--- src/rtl/pwt_pkg.sv ---
package pwt_pkg;

  typedef enum logic [1:0] {
    ST_IDLE  = 2'd0,
    ST_ARMED = 2'd1,
    ST_RUN   = 2'd2,
    ST_DONE  = 2'd3
  } runState_e;

  // strobes from control to datapath
  typedef struct packed {
    logic load;
    logic dec;
    logic wrCmp;
  } dpStrobe_t;

  localparam logic [1:0] ADDR_CTRL = 2'd0;
  localparam logic [1:0] ADDR_CMP  = 2'd1;
  localparam logic [1:0] ADDR_STAT = 2'd2;
  localparam logic [1:0] ADDR_CNT  = 2'd3;

  localparam int CB_RUN   = 0;
  localparam int CB_PRE   = 1;
  localparam int CB_GATE  = 2;
  localparam int MODE_LSB = 4;
  localparam int MODE_W   = 3;
  localparam logic [MODE_W-1:0] MODE_PW = 3'b100;

  localparam int SB_ON   = 0;
  localparam int SB_TG   = 1;
  localparam int SB_COM  = 2;
  localparam int SB_TC   = 3;
  localparam int SB_TO   = 4;
  localparam int SB_GATE = 5;

endpackage

--- src/rtl/pwt_gate_sync.sv ---
module pwt_gate_sync #(
  parameter int STAGES = 2
) (
  input  logic clk,
  input  logic rstN,
  input  logic gateIn,
  output logic gateSync
);
  logic [STAGES-1:0] stage;

  generate
    for (genvar i = 0; i < STAGES; i++) begin : g_stage
      if (i == 0) begin : g_first
        always_ff @(posedge clk) begin
          if (!rstN) stage[i] <= 1'b0;
          else       stage[i] <= gateIn;
        end
      end else begin : g_next
        always_ff @(posedge clk) begin
          if (!rstN) stage[i] <= 1'b0;
          else       stage[i] <= stage[i-1];
        end
      end
    end
  endgenerate

  assign gateSync = stage[STAGES-1];
endmodule

--- src/rtl/pwt_datapath.sv ---
module pwt_datapath
  import pwt_pkg::*;
#(
  parameter int CNT_W = 16
) (
  input  logic             clk,
  input  logic             rstN,
  input  dpStrobe_t        strb,
  input  logic [CNT_W-1:0] wrData,
  output logic [CNT_W-1:0] cntVal,
  output logic [CNT_W-1:0] cmpVal,
  output logic             cntZero,
  output logic             cmpHit,
  output logic             zeroHit
);
  logic [CNT_W-1:0] cntQ;
  logic [CNT_W-1:0] cmpQ;
  logic [CNT_W-1:0] decVal;

  assign decVal  = cntQ - 1'b1;
  assign cntZero = (cntQ == '0);
  assign cmpHit  = strb.dec && (decVal == cmpQ);
  assign zeroHit = strb.dec && (decVal == '0);
  assign cntVal  = cntQ;
  assign cmpVal  = cmpQ;

  always_ff @(posedge clk) begin
    if (!rstN) begin
      cntQ <= '0;
      cmpQ <= '0;
    end else begin
      if (strb.wrCmp) cmpQ <= wrData;
      if (strb.load)     cntQ <= '1;
      else if (strb.dec) cntQ <= decVal;
    end
  end


  cnt_hold_chk: assert property (@(posedge clk) disable iff (!rstN)
    !(strb.load || strb.dec) |=> $stable(cntQ));


  zero_hold_chk: assert property (@(posedge clk) disable iff (!rstN)
    (cntQ == '0) && !strb.load |=> (cntQ == '0));


  load_ones_chk: assert property (@(posedge clk) disable iff (!rstN)
    strb.load |=> (cntQ == '1));
endmodule

--- src/rtl/pwt_ctrl.sv ---
module pwt_ctrl
  import pwt_pkg::*;
(
  input  logic       clk,
  input  logic       rstN,
  input  logic       tick,
  input  logic       gateSync,
  input  logic       wrEn,
  input  logic [1:0] wrAddr,
  input  logic [7:0] wrData,
  input  logic       cntZero,
  input  logic       cmpHit,
  input  logic       zeroHit,
  output dpStrobe_t  strb,
  output logic [7:0] ctrlReg,
  output logic [7:0] statusReg
);
  runState_e state, stateNext;
  logic [7:0] ctrlQ;
  logic       loaded;
  logic       enableAll;
  logic       runLive;
  logic       tgSet;
  logic [7:0] clrMask;
  logic       tgF, comF, tcF, toF;
  logic       onF;

  assign enableAll = ctrlQ[CB_RUN] & ctrlQ[CB_PRE] & ctrlQ[CB_GATE] &
                     (ctrlQ[MODE_LSB +: MODE_W] == MODE_PW);
  assign runLive   = (state == ST_RUN) && enableAll && gateSync;
  assign tgSet     = (state == ST_RUN) && enableAll && !gateSync;
  assign clrMask   = (wrEn && wrAddr == ADDR_STAT) ? wrData : 8'h00;
  assign onF       = (state == ST_ARMED) || (state == ST_RUN);

  always_comb begin
    strb.load  = runLive && tick && !loaded;
    strb.dec   = runLive && tick && loaded && !cntZero;
    strb.wrCmp = wrEn && (wrAddr == ADDR_CMP);
  end

  always_comb begin
    stateNext = state;
    if (!enableAll) stateNext = ST_IDLE;
    else begin
      case (state)
        ST_IDLE:  stateNext = ST_ARMED;
        ST_ARMED: if (gateSync) stateNext = ST_RUN;
        ST_RUN:   if (!gateSync) stateNext = ST_DONE;
        default:  stateNext = state;
      endcase
    end
  end

  always_ff @(posedge clk) begin
    if (!rstN) begin
      state  <= ST_IDLE;
      ctrlQ  <= 8'h00;
      loaded <= 1'b0;
    end else begin
      state <= stateNext;
      if (wrEn && wrAddr == ADDR_CTRL) ctrlQ <= wrData;
      if (state != ST_RUN)  loaded <= 1'b0;
      else if (strb.load)   loaded <= 1'b1;
    end
  end

  // flags: a set event wins over a clear in the same cycle
  always_ff @(posedge clk) begin
    if (!rstN) begin
      tgF  <= 1'b0;
      comF <= 1'b0;
      tcF  <= 1'b0;
      toF  <= 1'b0;
    end else begin
      if (tgSet)                tgF <= 1'b1;
      else if (clrMask[SB_TG])  tgF <= 1'b0;
      if (zeroHit)              comF <= 1'b0;
      else if (cmpHit)          comF <= 1'b1;
      else if (clrMask[SB_COM]) comF <= 1'b0;
      if (cmpHit)               tcF <= 1'b1;
      else if (clrMask[SB_TC])  tcF <= 1'b0;
      if (zeroHit)              toF <= 1'b1;
      else if (clrMask[SB_TO])  toF <= 1'b0;
    end
  end

  always_comb begin
    statusReg          = 8'h00;
    statusReg[SB_ON]   = onF;
    statusReg[SB_TG]   = tgF;
    statusReg[SB_COM]  = comF;
    statusReg[SB_TC]   = tcF;
    statusReg[SB_TO]   = toF;
    statusReg[SB_GATE] = gateSync;
  end
  assign ctrlReg = ctrlQ;


  enable_gate_chk: assert property (@(posedge clk) disable iff (!rstN)
    !enableAll |=> !onF);


  gate_stop_chk: assert property (@(posedge clk) disable iff (!rstN)
    tgSet |=> tgF && !onF);


  single_shot_chk: assert property (@(posedge clk) disable iff (!rstN)
    (state == ST_DONE) && enableAll |=> (state == ST_DONE));


  cmp_flag_chk: assert property (@(posedge clk) disable iff (!rstN)
    cmpHit && !zeroHit |=> comF && tcF);


  timeout_flag_chk: assert property (@(posedge clk) disable iff (!rstN)
    zeroHit |=> toF && !comF);
endmodule

--- src/rtl/gated_pw_timer.sv ---
module gated_pw_timer
  import pwt_pkg::*;
#(
  parameter int CNT_W       = 16,
  parameter int SYNC_STAGES = 2
) (
  input  logic             clk,
  input  logic             rstN,
  input  logic             cntTick,
  input  logic             gateIn,
  input  logic             wrEn,
  input  logic [1:0]       wrAddr,
  input  logic [CNT_W-1:0] wrData,
  input  logic [1:0]       rdAddr,
  output logic [CNT_W-1:0] rdData
);
  logic             gateSync;
  dpStrobe_t        strb;
  logic [CNT_W-1:0] cntVal, cmpVal;
  logic             cntZero, cmpHit, zeroHit;
  logic [7:0]       ctrlReg, statusReg;

  pwt_gate_sync #(.STAGES(SYNC_STAGES)) u_sync (
    .clk(clk), .rstN(rstN), .gateIn(gateIn), .gateSync(gateSync)
  );

  pwt_ctrl u_ctrl (
    .clk(clk), .rstN(rstN), .tick(cntTick), .gateSync(gateSync),
    .wrEn(wrEn), .wrAddr(wrAddr), .wrData(wrData[7:0]),
    .cntZero(cntZero), .cmpHit(cmpHit), .zeroHit(zeroHit),
    .strb(strb), .ctrlReg(ctrlReg), .statusReg(statusReg)
  );

  pwt_datapath #(.CNT_W(CNT_W)) u_dp (
    .clk(clk), .rstN(rstN), .strb(strb), .wrData(wrData),
    .cntVal(cntVal), .cmpVal(cmpVal), .cntZero(cntZero),
    .cmpHit(cmpHit), .zeroHit(zeroHit)
  );

  always_comb begin
    case (rdAddr)
      ADDR_CTRL: rdData = CNT_W'(ctrlReg);
      ADDR_CMP:  rdData = cmpVal;
      ADDR_STAT: rdData = CNT_W'(statusReg);
      default:   rdData = cntVal;
    endcase
  end
endmodule

--- config.mk ---
export PLATFORM = sky130hd
export DESIGN_NAME = gated_pw_timer
export DESIGN_NICKNAME = d
export VERILOG_FILES = /design/src/rtl/pwt_pkg.sv /design/src/rtl/pwt_gate_sync.sv /design/src/rtl/pwt_datapath.sv /design/src/rtl/pwt_ctrl.sv /design/src/rtl/gated_pw_timer.sv
export SDC_FILE = /design/constraint.sdc
export NUM_CORES = 1
export LEC_CHECK = 0
export ABC_CLOCK_PERIOD_IN_PS = 4450
export BUFFER_PORTS_ARGS = -buffer_cell sky130_fd_sc_hd__buf_2
export CORE_MARGIN = 4
export CORE_UTILIZATION = 60
export DETAILED_ROUTE_END_ITERATION = 10
export PLACE_DENSITY = 0.9
export REMOVE_ABC_BUFFERS = 1
export SYNTH_ARGS = -nofsm -noshare
export SYNTH_HDL_FRONTEND = slang
export SYNTH_SLANG_ARGS = --single-unit
--- constraint.sdc ---
create_clock -name clk -period 4.45 [get_ports clk]
set_input_delay 0.445 -clock clk [delete_from_list [all_inputs] [get_ports clk]]
set_output_delay 0.445 -clock clk [all_outputs]
set_load 0.02 [all_outputs]
==> metrics.yaml <==
run_status:
  status: "finished, final reports clean"
clock_tree:
  ctsResizeCount: 0
  cts_tree: "done"
  postCtsHoldBufs: 0
  cts.clk_slew.worst_paths_ps: 100
  cts_max_level: 2
  numClockSinks: 49
  cts_setup_buffers: 0
  clk_path_buf_depth: 2
  numCtsBuffers: 5
  cts-root-buf: "clkbuf_8"
  clk_latency_ps: 310
timing:
  drv_slew: 0
  slew_headroom_pct: 51.5
  tightest_slew_ps: 721
  hold_viol_final: 0
  tns_ps: 0
  rsz0062_at_grt: "no"
  setup_viol: 0
  max_freq_mhz: 346
  fin_crit_sh_pct: 64.9
  skew_ps: 9.97
  fin_crit_ps: 2890
pwr:
  p_int_w: 0.000663
  p_seq_share_pct: 52.6
  pwr-share-comb_pct: 8.2
  swShare_pct: 23.2
  ir_drop_mv: 0.218
  p_clk_share_pct: 39.1
  powerDensity_mw_per_mm2: 245
  p_leak_nw: 1.40
  p_sw_w: 0.000200
placement:
  place_hpwl_um: 5770
  post-place-cells: 457
  gp_congestion: 0.987
  numPortBuffers: 40
global_routing:
  grt_pass1_vias: 2725
  grt_pass1_wl_um: 13300
  antenna_found_initial: 0
  grt_max_degree: 49
  track_usage_pct: 25.6
  overflow: 0
flow_run:
  cap_violations: 0
route:
  drt-total-wl_um: 8080
  wl_per_cell_um: 17.4
  drt_first_pass_iters: 5
  drc: 0
  ant_nets: 0
  drtIter0Drc: 263
  vias: 2823
  viasPerCell: 6.07
yosys:
  synth_area_leader_cell: "dfxtp_1"
  yosysSeqAreaShare_pct: 29.9
  postSynthAreaPerCell_um2: 8.69
  netlist_area_mm2: 0.00328
  synth_top_area_share_pct: 29.9
  synth_cell_types: 61
  ys.flop_type: "dfxtp_1"
  yosys_register_bits: 49
  synth_commonest_cells: "dfxtp_1 (49), nand2_1 (47), a21boi_0 (29)"
  ys_warn_count: 0
  synth.most_common_cell: "dfxtp_1"
  synth_cells: 377
  synth_edf_count: 0
  synth_area_leaders: "dfxtp_1 (30%), a21boi_0 (6.6%), mux2i_1 (5.5%)"
  async_flop_share_pct: 0
floorplanning:
  core_area_mm2: 0.00520
  dieArea_mm2: 0.00671
  rows: 26
  die_w_um: 81.9
  die_h_um: 81.9
  initial_utilization_pct: 62.9
  io_pins: 41
setup_path:
  crit_type: "register to register"
  end_kind: "register"
  arrival_ps: 3150
  worstPathRequired_ps: 4710
  cp-start-kind: "register"
  worstPathMaxFanout: 13
hold_path:
  worst_hold_path_type: "input port to register"
layout:
  drive_gt1_share_pct: 18.2
  finalNetCount: 423
  synthToLayoutAreaGrowth_pct: 7.52
  layoutNonFillerInstCount: 465
  diodes: 0
worst paths after layout:
path | slack [ps] | cells past startpoint | to | startpoint
worst max-delay path | 1560 | 6 | u_ctrl.comF$_SDFFE_PP0P_ | u_dp.cntVal[4]$_SDFFE_PN0P_
worst min-delay path | 350 | 2 | u_sync.stage[0]$_SDFF_PN0_ | gateIn
worst max register to register | 1560 | 6 | u_ctrl.comF$_SDFFE_PP0P_ | u_dp.cntVal[4]$_SDFFE_PN0P_
worst min register to register | 440 | 1 | u_sync.gateSync$_SDFF_PN0_ | u_sync.stage[0]$_SDFF_PN0_
cell families (layout without fill, tap and decap cells):
kind of cell               after synthesis  in the layout  synth area share (%)
AOI/OAI and AO/OA                       71             71                  15.4
xor gates and xnor gates                34             34                  9.09
adders and majority gates                4              4                  1.53
buffers and inverters                   44             62                  6.76
DFF                                     49             49                  29.9
muxes                                   26             26                  10.4
and+or+nand+nor                        149            149                  26.8
critical path, cell delays in order, from the launching register on:
cell       delay (ps)
dfxtp_1           450
or4_4             680
nor4_4            380
mux2_1            350
a2111oi_1         580
and4_1            270
o211a_1           130
registers in the layout (all words and copies together), names as in the netlist:
register	cells
u_ctrl.toF	1
u_ctrl.tcF	1
u_dp.cmpVal	16
u_sync.gateSync	1
u_dp.cntVal	16
u_ctrl.comF	1
u_ctrl.ctrlReg	8
u_sync.stage	1
u_ctrl.loaded	1
u_ctrl.state	2
u_ctrl.tgF	1
cell usage in the layout, fill, tap and decap left out, drive strengths merged, types with 2 or more instances in the layout:
cell and count:
a211o 2, a211oi 2, a21boi 31, a21oi 7, and2 5, and3 4, buf 43, clkbuf 7
dfxtp 49, ha 4, inv 11, mux2 2, mux2i 18, mux4 6, nand2 47, nand2b 4
nand3 9, nand3b 3, nand4 7, nor2 12, nor2b 19, nor3 9, nor3b 2, nor4 12
nor4b 3, o211a 2, o21a 2, o21ai 12, o31ai 5, or2 2, or3 2, or4 4
xnor2 17, xor2 17
cell type report:
class	count	area (um2)
multi-input cells	284	2070
fillers	427	1680
flip-flops and latches	49	981
repair buffers	43	223
well taps	70	87.6
clock buffers	7	86.3
inverters	11	41.3
clock inverters	1	30.0
stage by stage:
stage               power, W  hold WS [ps]  cell area, um2  util, %  setup WS [ps]
finish              0.000864           353            3520     67.7           1560
floorplan           0.000500           412            3100        -           1940
global route        0.000895           352            3520     67.7           1350
CTS                 0.000865           350            3520     67.7           1580
detailed placement  0.000535           421            3410     65.4           1610
global placement    0.000533           413            3410     65.4           1690
power by group through the flow:
stage / clock [W] / combinational, W / sequential, W
after floorplan: 0 / 0.0000384 / 0.000462
after global placement: 0 / 0.0000690 / 0.000464
after detailed placement: 0 / 0.0000709 / 0.000464
after CTS: 0.000340 / 0.0000713 / 0.000454
after global routing: 0.000362 / 0.0000780 / 0.000456
final: 0.000338 / 0.0000710 / 0.000455
metal layers:
layer | wire length [um] | global-route usage (%) | vias to the layer above
met5 | 0 | 0 | -
met4 | 153 | 10.5 | 0
met1 | 3540 | 35.1 | 1325
met2 | 3770 | 39.3 | 126
met3 | 621 | 5.15 | 14
li1 | - | - | 1358
(Power assumes the default switching activity.)
